### src/rtl/eap_pkg.sv
package eap_pkg;
  typedef enum logic [1:0] {
    PH_WAIT  = 2'd0,
    PH_OFFER = 2'd1,
    PH_DRAIN = 2'd2
  } phase_e;
endpackage

### src/rtl/eap_first_hot.sv
module eap_first_hot #(
  parameter int N = 4
) (
  input  logic         clk,
  input  logic         rst_n,
  input  logic [N-1:0] req,
  output logic [N-1:0] gnt
);
  logic [N:0] seen;
  assign seen[0] = 1'b0;

  for (genvar g = 0; g < N; g++) begin : g_chain
    assign gnt[g]      = req[g] & ~seen[g];
    assign seen[g+1]   = seen[g] | req[g];
  end

  assert_grant_onehot_R4: assert property (@(posedge clk) disable iff (!rst_n)
    $onehot0(gnt) && ((gnt & ~req) == '0));
  assert_grant_present_R2: assert property (@(posedge clk) disable iff (!rst_n)
    (|req) |-> (|gnt));
endmodule

### src/rtl/eap_drain_track.sv
module eap_drain_track #(
  parameter int N = 4
) (
  input  logic         clk,
  input  logic         rst_n,
  input  logic         en,
  input  logic         clr,
  input  logic [N-1:0] tok,
  output logic [N-1:0] ack,
  output logic         complete
);
  logic [N-1:0] done_q;
  logic [N-1:0] done_nx;

  assign ack      = {N{en}} & tok & ~done_q;
  assign done_nx  = done_q | ack;
  assign complete = &done_nx;

  always_ff @(posedge clk) begin
    if (!rst_n)   done_q <= '0;
    else if (clr) done_q <= '0;
    else          done_q <= done_nx;
  end

  for (genvar g = 0; g < N; g++) begin : g_chk
    assert_single_ack_R7: assert property (@(posedge clk) disable iff (!rst_n)
      ack[g] |=> !ack[g]);
    assert_ack_needs_token_R7: assert property (@(posedge clk) disable iff (!rst_n)
      ack[g] |-> tok[g]);
  end
endmodule

### src/rtl/eager_pick.sv
module eager_pick #(
  parameter int N_IN = 4,
  parameter int DW   = 16
) (
  input  logic              clk,
  input  logic              rst_n,
  input  logic [N_IN-1:0]   in_valid,
  input  logic [N_IN*DW-1:0] in_data,
  output logic [N_IN-1:0]   in_ack,
  input  logic [N_IN-1:0]   sel_valid,
  input  logic [N_IN-1:0]   sel_bit,
  output logic [N_IN-1:0]   sel_ack,
  output logic              out_valid,
  output logic [DW-1:0]     out_data,
  input  logic              out_ack,
  output logic              out_multi
);
  import eap_pkg::*;

  phase_e         ph;
  logic [N_IN-1:0] live_true;
  logic [N_IN-1:0] cand;
  logic [N_IN-1:0] gnt;
  logic [DW-1:0]   mux_y;
  logic            multi_now;
  logic            draining;
  logic            d_cmp, p_cmp, finish;

  assign live_true = sel_valid & sel_bit;
  assign cand      = live_true & in_valid;
  assign draining  = (ph == PH_DRAIN);
  assign finish    = draining & d_cmp & p_cmp;

  eap_first_hot #(.N(N_IN)) u_pick (
    .clk(clk), .rst_n(rst_n), .req(cand), .gnt(gnt)
  );

  always_comb begin
    logic any_seen;
    mux_y     = '0;
    multi_now = 1'b0;
    any_seen  = 1'b0;
    for (int i = 0; i < N_IN; i++) begin
      mux_y = mux_y | (in_data[i*DW +: DW] & {DW{gnt[i]}});
      if (live_true[i]) begin
        if (any_seen) multi_now = 1'b1;
        any_seen = 1'b1;
      end
    end
  end

  eap_drain_track #(.N(N_IN)) u_dtrk (
    .clk(clk), .rst_n(rst_n), .en(draining), .clr(finish),
    .tok(in_valid), .ack(in_ack), .complete(d_cmp)
  );

  eap_drain_track #(.N(N_IN)) u_ptrk (
    .clk(clk), .rst_n(rst_n), .en(draining), .clr(finish),
    .tok(sel_valid), .ack(sel_ack), .complete(p_cmp)
  );

  always_ff @(posedge clk) begin
    if (!rst_n) begin
      ph        <= PH_WAIT;
      out_valid <= 1'b0;
      out_data  <= '0;
      out_multi <= 1'b0;
    end else begin
      case (ph)
        PH_WAIT: if (|cand) begin
          ph        <= PH_OFFER;
          out_valid <= 1'b1;
          out_data  <= mux_y;
          out_multi <= multi_now;
        end
        PH_OFFER: if (out_ack) begin
          ph        <= PH_DRAIN;
          out_valid <= 1'b0;
          out_multi <= 1'b0;
        end
        PH_DRAIN: if (finish) ph <= PH_WAIT;
        default: ph <= PH_WAIT;
      endcase
    end
  end

  assert_fire_R2: assert property (@(posedge clk) disable iff (!rst_n)
    (ph == PH_WAIT && (|cand)) |=> out_valid);
  assert_quiet_R3: assert property (@(posedge clk) disable iff (!rst_n)
    (ph == PH_WAIT && cand == '0) |=> !out_valid);
  assert_hold_R5: assert property (@(posedge clk) disable iff (!rst_n)
    (out_valid && !out_ack) |=> (out_valid && $stable(out_data) && $stable(out_multi)));
  assert_no_early_ack_R6: assert property (@(posedge clk) disable iff (!rst_n)
    out_valid |-> (in_ack == '0 && sel_ack == '0));
  assert_gap_R8: assert property (@(posedge clk) disable iff (!rst_n)
    (ph == PH_DRAIN) |-> !out_valid);
endmodule

### config.mk
export PLATFORM = sky130hd
export DESIGN_NAME = eager_pick
export DESIGN_NICKNAME = d
export VERILOG_FILES = /design/src/rtl/eap_pkg.sv /design/src/rtl/eap_first_hot.sv /design/src/rtl/eap_drain_track.sv /design/src/rtl/eager_pick.sv
export SDC_FILE = /design/constraint.sdc
export NUM_CORES = 1
export LEC_CHECK = 0
export BUFFER_PORTS_ARGS = -buffer_cell sky130_fd_sc_hd__clkbuf_2
export CORE_ASPECT_RATIO = 2
export CORE_MARGIN = 3
export CORE_UTILIZATION = 42
export DETAILED_ROUTE_END_ITERATION = 7
export PLACE_DENSITY = 0.86
export SLEW_MARGIN = 20
export SYNTH_ARGS = -nofsm -noshare
export SYNTH_HDL_FRONTEND = slang
export SYNTH_SLANG_ARGS = --single-unit
### constraint.sdc
create_clock -name clk -period 2.2 [get_ports clk]
set_input_delay 0.44 -clock clk [delete_from_list [all_inputs] [get_ports clk]]
set_output_delay 0.44 -clock clk [all_outputs]
set_load 0.02 [all_outputs]
---- Word level (Yosys, flattened, before mapping) ----
Index checks and enable logic that the tools add are counted.
word-level totals
  bits in registers ....................... 28
  bits of input ports ..................... 79
  output and inout port bits .............. 26
  word-level logic and storage cells ...... 66
cells by class
  equality and inequality tests ........... 5
  mux-type cells .......................... 18
  bitwise operators ....................... 28
  reduce and logical (&&, ||, !) cells .... 9
operator list
  cell                  number
  $and A16 B16 Y16      4
  $or A16 B16 Y16       3
  $and A4 B4 Y4         6
  $mux W1               12
  $not A4 Y4            2
  $or A4 B4 Y4          2
  $reduce_and A4 Y1     2
  $mux W2               3
  $pmux W2 S3           1
  $reduce_and A3 Y1     2
  $and A1 B1 Y1         5
  $ne A2 B2 Y1 const B  2
  $not A1 Y1            4
  $pmux W1 S2           2
  $reduce_or A4 Y1      1
  $eq A2 B1 Y1 const B  1
  $eq A2 B2 Y1 const B  1
  $logic_not A2 Y1      1
  $ne A2 B1 Y1 const B  1
  $or A1 B1 Y1          2
  $reduce_and A2 Y1     1
  $reduce_bool A2 Y1    1
  $reduce_or A2 Y1      1

---- Longest topological paths before layout ----
Gate-level depths: netlist (run 1).
  depth in word-level cells ............... 10
  depth in mapped cells ................... 7
  depth with buffers taken out ............ 4

---- By module ----
Synthesis (run 1) repeated with hierarchy kept, for this count alone.
unflattened totals
  cells, all modules ...................... 179
  area, all modules ....................... 1559.0 um^2
by module, submodules not included
  module           times used  cells each  area each (um^2)  seq. area each (um^2)
  eager_pick       1           123         1134.8            400.4
  eap_drain_track  2           26          193.9             80.1
  eap_first_hot    1           4           36.3              0.0

---- Worst setup path after synthesis (run 1) ----
OpenSTA, ideal clock, no wires.
  path type ............................... register to output
  from .................................... register ph[1]
  to ...................................... output port in_ack[0]
  data arrival time ....................... 1.346 ns
  setup slack ............................. 0.414 ns
  stages on the path, launching flop included .. 6
  path buffers ............................ 2
  cells stage by stage .................... dfxtp_1 -> nor2b_1 -> clkbuf_1 -> clkbuf_1 -> nand2_1 -> nor2_1
on the way
  word-level cells in the longest chain between the ends .. 3
ends and longest elaborated chain
  what                         line                   RTL
  from (decl)                  eager_pick.sv:20       phase_e ph;
  from (signal assigned)       eager_pick.sv:64       ph <= PH_WAIT;
  from (signal assigned)       eager_pick.sv:71       ph <= PH_OFFER;
  from (signal assigned)       eager_pick.sv:77       ph <= PH_DRAIN;
  $eq A2 B2 Y1                 eager_pick.sv:31       assign draining = (ph == PH_DRAIN);
  $and A4 B4 Y4 (2 in series)  eap_drain_track.sv:15  assign ack = {N{en}} & tok & ~done_q;
  to (decl)                    eager_pick.sv:9        output logic [N_IN-1:0] in_ack,
No other way between the ends.

---- Worst setup path in the final report (run 1) ----
  from .................................... register ph[1]
  to ...................................... output port sel_ack[2]
on the way
  word-level cells in the longest chain between the ends .. 3
ends and longest elaborated chain
  what                         line                   RTL
  $eq A2 B2 Y1                 eager_pick.sv:31
  $and A4 B4 Y4 (2 in series)  eap_drain_track.sv:15
  to (decl)                    eager_pick.sv:12       output logic [N_IN-1:0] sel_ack,
No other way between the ends.

==> results of run 1 <==
-- per-stage QoR --
| step | utilization | power [W] | hold WS [ns] | worst slack [ns] |
|---|---|---|---|---|
| 2_1_floorplan | - | 0.0008213 | 0.4510 | 0.4145 |
| 3_3_place_gp | 0.5982 | 0.0009555 | 0.4763 | 0.3769 |
| 3_5_place_dp | 0.5982 | 0.0009629 | 0.4819 | 0.3508 |
| 4_1_cts | 0.6186 | 0.001363 | 0.3908 | 0.4347 |
| 5_1_grt | 0.6186 | 0.001428 | 0.3924 | 0.3101 |
| 6_report | 0.6186 | 0.001353 | 0.3958 | 0.4453 |
-- critical path: stages, from the launching register on --
cell and delay (ns):
dfxtp_1 0.37, nor2b_1 0.14, buf_4 0.21, nand2_1 0.07, nor2_1 0.08, clkbuf_2 0.17
-- worst paths after layout --
check,endpoint,start,cells past startpoint,slack [ns]
worst max-delay path,sel_ack[2],ph[1],5,0.45
worst min-delay path,out_data[14],in_data[62],3,0.40
worst max register to register,u_ptrk.done_q[3],ph[1],5,0.54
worst min register to register,out_multi,out_multi,2,0.50
-- logic make-up (layout without fill, tap and decap cells) --
kind of cell	count (synthesis)	after routing	synth area share
AO/OA/AOI/OAI	85	85	0.3421
AND/OR/NAND/NOR	75	75	0.2281
flip-flops	28	28	0.3573
buffers and inverters	17	115	0.07256
-- synthesized netlist by cell type, types with 2 or more instances --
| library cell | count | area, sq um |
|---|---|---|
| nor2_1 | 17 | 63.81 |
| o2bb2ai_1 | 16 | 140.1 |
| and3_1 | 4 | 25.02 |
| buf_6 | 6 | 67.56 |
| nand3b_1 | 2 | 15.01 |
| dfxtp_1 | 28 | 560.5 |
| nor2b_1 | 2 | 12.51 |
| nand2_1 | 26 | 97.59 |
| nand3_1 | 20 | 100.1 |
| o21ai_0 | 5 | 25.02 |
| o22a_1 | 2 | 17.52 |
| o21ai_1 | 14 | 70.07 |
| a21oi_1 | 25 | 125.1 |
| a31oi_1 | 16 | 100.1 |
| clkbuf_1 | 8 | 30.03 |
-- state kept, by name, indices dropped and copies added, names as in the netlist --
register and flops:
ph 2, u_dtrk.done_q 4, out_data 16, out_valid 1
out_multi 1, u_ptrk.done_q 4
-- power by group --
group / internal, W / switching [W]
Sequential: 0.000556 / 0.0000283
Combinational: 0.000158 / 0.000209
Clock: 0.000244 / 0.000158
-- layer usage --
metal  up-vias  global-route usage  wire length [microns]
li1        957                   -                      -
met1       853              0.2308                   1831
met2        91              0.4260                   2615
met3        13             0.02254                    297
met4         0              0.1283                    161
met5         -                   0                      0
-- layout by cell type, fill, tap and decap left out, drive strengths merged, types with 2 or more instances in the layout --
master | Yosys | final
a31oi | 16 | 16
a21oi | 25 | 25
clkbuf | 8 | 107
o22a | 2 | 2
nand3 | 20 | 20
o2bb2ai | 16 | 16
nand3b | 2 | 2
nand2 | 26 | 26
nor2 | 17 | 17
buf | 9 | 7
dfxtp | 28 | 28
a21boi | 2 | 2
o21ai | 19 | 19
nor2b | 2 | 2
and3 | 4 | 4
-- cell type report --
type / count / area [sq um] / share of cell area
multi-input combinational: 160 / 894.6 / 0.4143
timing repair buffer: 111 / 573.1 / 0.2654
sequential: 28 / 560.5 / 0.2596
tap: 48 / 60.06 / 0.02781
clock buffer: 3 / 41.29 / 0.01912
clock inverter: 1 / 30.03 / 0.01390
==> flow_summary.json, run 1 <==
{
  "status": "finished, final reports clean",
  "synth.avg_cell_area_sq_um": 7.654,
  "cts_tree": "yes",
  "final_cells": 351,
  "drive_gt1_frac": 0.3861,
  "grt_pass1_vias": 1922,
  "synthCells": 205,
  "final_area_sq_mm": 0.002160,
  "max-vdd-ir-drop_mv": 0.4171,
  "postCtsHoldBufs": 0,
  "via_per_inst": 5.453,
  "gp_congestion": 0.7923,
  "grt_max_degree": 22,
  "worst_pin_slew_ns": 0.6681,
  "drv_cap": 0,
  "core_area_sq_mm": 0.003491,
  "cts_setup_buffers": 0,
  "fin_nets": 383,
  "synth_cell_type_count": 29,
  "critical_path_class": "flop to primary output",
  "ys_ff_latch": 28,
  "period_needed_ns": 1.755,
  "dpl.hpwl_mm": 3.930,
  "antenna_found_initial": 0,
  "slew_violations": 0,
  "grt_pass1_wl_mm": 8.142,
  "worstSetupStartpointType": "flop",
  "grtUsageTotal": 0.2254,
  "p_per_area_mw_per_mm2": 626.4,
  "drt_drc_violations_left": 0,
  "critPathArrivalTime_ns": 1.31,
  "cp.required_ns": 1.76,
  "crit_fanout": 18,
  "firstDrtPassIters": 4,
  "ios": 105,
  "grt-ovfl-total": 0,
  "syn-cell-area_sq_mm": 0.001569,
  "cts_inserted_buffers": 3,
  "synth_edf_count": 0,
  "hold_class": "input pin to flop",
  "die_area_sq_mm": 0.004550,
  "dp.cells": 347,
  "rsz0062_at_grt": "no",
  "leakagePower_nw": 0.9972,
  "start_util": 0.4495,
  "final_min_period_over_clock_period": 0.7976,
  "cts.sinks": 28,
  "finalSetupTns_ns": 0,
  "placed_cell_area_sq_mm": 0.002088,
  "antenna_cells": 0,
  "dr_total_vias": 1914,
  "fmax_ghz": 0.5699,
  "fin_worst_skew_ns": 0.003356,
  "rows": 30,
  "syn_to_final_growth_pct": 37.64,
  "fill_cells": 359,
  "clock-root-buffer": "clkbuf_8",
  "port_buffers": 104,
  "finalSetupViolations": 0,
  "synth_warnings": 0,
  "htree_levels": 1,
  "drt_wl_total_mm": 4.907,
  "synth_flop_cell": "dfxtp_1",
  "fp.dieW_microns": 49.22,
  "drt_iter0_drc": 33,
  "clock_path_buffers": 2,
  "ys_seq_area_frac": 0.3573,
  "synth_nets": 284,
  "hold_violations": 0,
  "insertion_delay_ns": 0.27,
  "die_y_microns": 92.44,
  "cts_resized": 0,
  "drtAntennaViolNets": 0,
  "max_slew_margin": 0.5533,
  "clk_pin_slew_ns": 0.09,
  "synth-async-reset-ratio": 0,
  "wl_per_cell_microns": 13.98,
  "end_kind": "primary output"
}
Power figures use the tool's default switching activity.
==> run 2: changes to the inputs <==
Clock period 2.2 ns to 1.8 ns, I/O delays scaled along.
==> run 2 against run 1 <==
- critical path depth unchanged
- highest routed layer unchanged
- sequential cell count unchanged
- largest power group unchanged
- clock-buffer cell count unchanged
- first-iteration DRC count increased by 12%
- sequential share of layout area decreased by 0.80 points
==> flow_summary.json, run 2 (synthesis results as in run 1) <==
{
  "hp-start": "in_data[48]",
  "timing.rr.start": "ph[1]",
  "antenna_cells": 0,
  "cpPeakStageDelay_ns": 0.36,
  "gp_congestion": 0.8343,
  "crit_chain": "nor2b_4 > buf_4 > nand2_1 > nor2_1 > clkbuf_2",
  "rows": 30,
  "antenna_found_initial": 0,
  "drtAntennaViolNets": 0,
  "die_area_sq_mm": 0.004550,
  "clk_pin_slew_ns": 0.10,
  "htree_levels": 1,
  "dr_total_vias": 1925,
  "port_buffers": 104,
  "final_cell_mix": "clkbuf_2 (103), dfxtp_1 (27), nand2_1 (26)",
  "wl_met1_mm": 1.894,
  "end_kind": "primary output",
  "period_needed_ns": 1.653,
  "cts.sinks": 28,
  "critPathTopFamily": "flip-flops",
  "drt_wl_total_mm": 5.111,
  "rsz0062_at_grt": "no",
  "grt_pass1_wl_mm": 8.521,
  "cpMaxStageDelayCell": "dfxtp_2",
  "max_slew_margin": 0.6160,
  "grt_pass1_vias": 1997,
  "routed-wl-met3_microns": 314,
  "finalSetupTns_ns": 0,
  "firstDrtPassIters": 4,
  "fin_nets": 390,
  "drt_iter0_drc": 37,
  "cts_tree": "yes",
  "status": "finished, final reports clean",
  "fp.dieW_microns": 49.22,
  "crit_fanout": 9,
  "leakagePower_nw": 1.038,
  "drv_cap": 0,
  "cp.required_ns": 1.44,
  "drive_gt1_frac": 0.4065,
  "core_area_sq_mm": 0.003491,
  "final_min_period_over_clock_period": 0.9182,
  "max-vdd-ir-drop_mv": 0.5659,
  "top_register": "out_data",
  "start_util": 0.4495,
  "final_common_cell": "clkbuf_2",
  "ios": 105,
  "critPathArrivalTime_ns": 1.29,
  "clock-root-buffer": "clkbuf_8",
  "largest_reg_flops": 16,
  "wl_per_cell_microns": 14.28,
  "dpl.hpwl_mm": 4.053,
  "r2r_setup_slack_ns": 0.31,
  "p_per_area_mw_per_mm2": 757.7,
  "met2_length_mm": 2.782,
  "via_per_inst": 5.377,
  "final_core_util": 0.6398,
  "startpoint": "ph[1]",
  "insertion_delay_ns": 0.28,
  "maxUsedRoutingLayer": "met4",
  "grt-ovfl-total": 0,
  "die_y_microns": 92.44,
  "worst_pin_slew_ns": 0.5721,
  "grt_max_degree": 25,
  "critical_path_class": "flop to primary output",
  "slew_violations": 0,
  "clock_path_buffers": 2,
  "crit_buf_inv": 2,
  "fin_worst_skew_ns": 0.002762,
  "syn_to_final_growth_pct": 42.34,
  "grtUsageTotal": 0.2317,
  "hold_class": "input pin to flop",
  "hold_violations": 0,
  "fmax_ghz": 0.6050,
  "top_regs": "out_data x16, u_dtrk.done_q x4, u_ptrk.done_q x4",
  "finalSetupViolations": 0,
  "drt_drc_violations_left": 0,
  "cts_inserted_buffers": 3,
  "worstSetupStartpointType": "flop"
}
-- run 2: final timing paths --
path                                          to  cells after the start
worst max-delay path                  sel_ack[0]                      5
worst min-delay path                 out_data[0]                      3
worst max register to register  u_ptrk.done_q[1]                      4
worst min register to register         out_multi                      2
-- run 2: area by class of cell --
type | instances | area [sq um]
timing repair buffer | 118 | 638.1
fill | 349 | 1257
tap | 48 | 60.06
clock inverter | 1 | 30.03
clock buffer | 3 | 41.29
sequential | 28 | 561.8
multi-input combinational | 160 | 902.1
-- run 2: tightest hold or removal path, stage by stage --
cell      delay [ns]
clkbuf_2        0.08
nand2_1         0.04
a31oi_1         0.07
-- run 2: per-stage QoR --
step | cell area, sq um | power [W] | setup slack, ns | hold WS (ns) | cells
6_report | 2233 | 0.001692 | 0.1472 | 0.3124 | 358
3_3_place_gp | 2153 | 0.001188 | 0.1232 | 0.4714 | 354
3_5_place_dp | 2153 | 0.001198 | 0.08168 | 0.4788 | 354
5_1_grt | 2233 | 0.001780 | 0.02311 | 0.3156 | 358
4_1_cts | 2227 | 0.001699 | 0.06729 | 0.3073 | 358
2_1_floorplan | 1569 | 0.001004 | 0.09450 | 0.4510 | 205
-- run 2: power by group --
group,internal [W],total [W],switching [W]
Combinational,0.000212,0.000472,0.000261
Clock,0.000298,0.000505,0.000208
Sequential,0.000679,0.000714,0.0000349
Total,0.00119,0.00169,0.000503
-- run 2: timing repair --
item / CTS / global route
setup endpoints to repair: 8 / 6
gates resized for setup: 1 / 3
hold buffers: 0 / 0
cloned: 0 / 0
buffers inserted: 0 / 0
-- run 2: layer usage --
layer / vias to the layer above / GRT usage
li1: 972 / -
met1: 851 / 0.2378
met2: 92 / 0.4350
met3: 10 / 0.03382
met4: 0 / 0.1211
met5: - / 0
==> run 3: changes to the inputs <==
Settings changed: CORE_MARGIN 3 to not set, CORE_UTILIZATION 42 to 30, PLACE_DENSITY 0.86 to 0.67.
Clock period 1.8 ns to 2.1 ns, I/O delays scaled along.
==> run 3 against run 2 <==
- sequential power decreased by 14%
- clock skew increased by 0.0039 ns
- total power decreased by 22%
- sequential share of layout area increased by 0.86 points
- critical path depth unchanged
==> flow_summary.json, run 3 (synthesis results as in run 1) <==
{
  "core_area_sq_mm": 0.004955,
  "cts_setup_buffers": 0,
  "final_cell_mix": "clkbuf_2 (104), dfxtp_1 (28), nand2_1 (26)",
  "antenna_cells": 0,
  "die_area_sq_mm": 0.005541,
  "fin_nets": 383,
  "clock_path_buffers": 2,
  "drive_gt1_frac": 0.3861,
  "hp-start": "in_data[56]",
  "fill_cells": 535,
  "insertion_delay_ns": 0.27,
  "gp_congestion": 0.8436,
  "firstDrtPassIters": 4,
  "rsz0062_at_grt": "no",
  "worst_pin_slew_ns": 0.6155,
  "antenna_found_initial": 0,
  "fp.dieW_microns": 53.14,
  "hold_violations": 0,
  "grt-ovfl-total": 0,
  "wl_per_cell_microns": 13.44,
  "dr_total_vias": 1899,
  "hold_class": "input pin to flop",
  "pre_cts_slack_ns": 0.2968,
  "top_register": "out_data",
  "finalSetupViolations": 0,
  "port_buffers": 104,
  "grtUsageTotal": 0.1848,
  "final_min_period_over_clock_period": 0.8304,
  "finalSetupTns_ns": 0,
  "cpPeakStageDelay_ns": 0.37,
  "top_regs": "out_data x16, u_dtrk.done_q x4, u_ptrk.done_q x4",
  "crit_buf_inv": 2,
  "postCtsHoldBufs": 0,
  "max_slew_margin": 0.5885,
  "crit_fanout": 18,
  "holdWs_ns": 0.3780,
  "grt_busiest_layer": "met2",
  "worstSetupStartpointType": "flop",
  "startpoint": "ph[1]",
  "timing.rr.start": "ph[1]",
  "drt_wl_total_mm": 4.837,
  "drt_drc_violations_left": 0,
  "grt.met2_usage": 0.3345,
  "period_needed_ns": 1.744,
  "global_route.usage.met3": 0.02485,
  "drt_iter0_drc": 33,
  "fmax_ghz": 0.5734,
  "power.total_w": 0.001325,
  "status": "finished, final reports clean",
  "worst_slack_ns": 0.3562,
  "rows": 36,
  "max-vdd-ir-drop_mv": 0.3890,
  "crit_chain": "nor2b_1 > buf_4 > nand2_1 > nor2_1 > clkbuf_2",
  "start_util": 0.3167,
  "cpMaxStageDelayCell": "dfxtp_1",
  "clk_pin_slew_ns": 0.10,
  "syn_to_final_growth_pct": 37.32,
  "clock-root-buffer": "clkbuf_8",
  "via_per_inst": 5.275,
  "die_y_microns": 104.3,
  "dpl.hpwl_mm": 3.914,
  "cts_resized": 0,
  "ios": 105,
  "htree_levels": 1,
  "drtAntennaViolNets": 0,
  "p_per_area_mw_per_mm2": 615.2,
  "cts_tree": "yes",
  "final_common_cell": "clkbuf_2",
  "grt_pass1_vias": 1907,
  "critical_path_class": "flop to primary output",
  "grt_max_degree": 36,
  "grt_pass1_wl_mm": 7.921,
  "drv_cap": 0,
  "fin_worst_skew_ns": 0.006689,
  "end_kind": "primary output",
  "critPathArrivalTime_ns": 1.32,
  "leakagePower_nw": 0.9895,
  "cts_inserted_buffers": 3,
  "grt_use_met1": 0.2070,
  "cts.sinks": 28,
  "largest_reg_flops": 16,
  "slew_violations": 0,
  "cp.required_ns": 1.68,
  "critPathTopFamily": "buffers and inverters",
  "r2r_setup_slack_ns": 0.39
}
## run 3: cell count changes in the layout (fill, tap and decap cells not counted), sizes merged
cell,before,now
buf,15,7
bufinv,1,0
clkbuf,106,108
## run 3: stage by stage
stage / instance area (sq um) / utilization / std cells
2_1_floorplan: 1569 / - / 205
3_3_place_gp: 2100 / 0.4237 / 356
3_5_place_dp: 2100 / 0.4237 / 356
4_1_cts: 2155 / 0.4348 / 360
5_1_grt: 2155 / 0.4348 / 360
6_report: 2155 / 0.4348 / 360
## run 3: worst reg2reg max path, stage by stage, from the launching register on
cell	delay, ns
dfxtp_1	0.37
nor2b_1	0.14
buf_4	0.22
o2111ai_1	0.22
o21ai_1	0.53
nor2_1	0.11
## run 3: path summary, 6_finish.rpt
check / to / cells after the start
worst min register to register: out_multi / 2
worst min-delay path: out_data[8] / 3
worst max-delay path: in_ack[2] / 5
worst max register to register: u_ptrk.done_q[0] / 5
## run 3: layer usage
metal	part of all wire	routed length, microns
met2	0.53	2555
met3	0.064	308
met5	0	0
met1	0.39	1901
met4	0.015	72
## run 3: where the power goes
part	leakage (nW)	internal [W]	switching [W]	total [W]
combinational	0.731	0.000163	0.000218	0.000381
clock	0.0288	0.000168	0.000165	0.000333
sequential	0.230	0.000582	0.0000291	0.000611
## run 3: area by class of cell
type / count / area (sq um) / share of cell area
Timing Repair Buffer: 111 / 573.1 / 0.2660
Multi-Input combinational cell: 160 / 894.6 / 0.4152
Tap cell: 57 / 71.32 / 0.03310
Sequential cell: 28 / 560.5 / 0.2602
Clock buffer: 4 / 55.05 / 0.02555
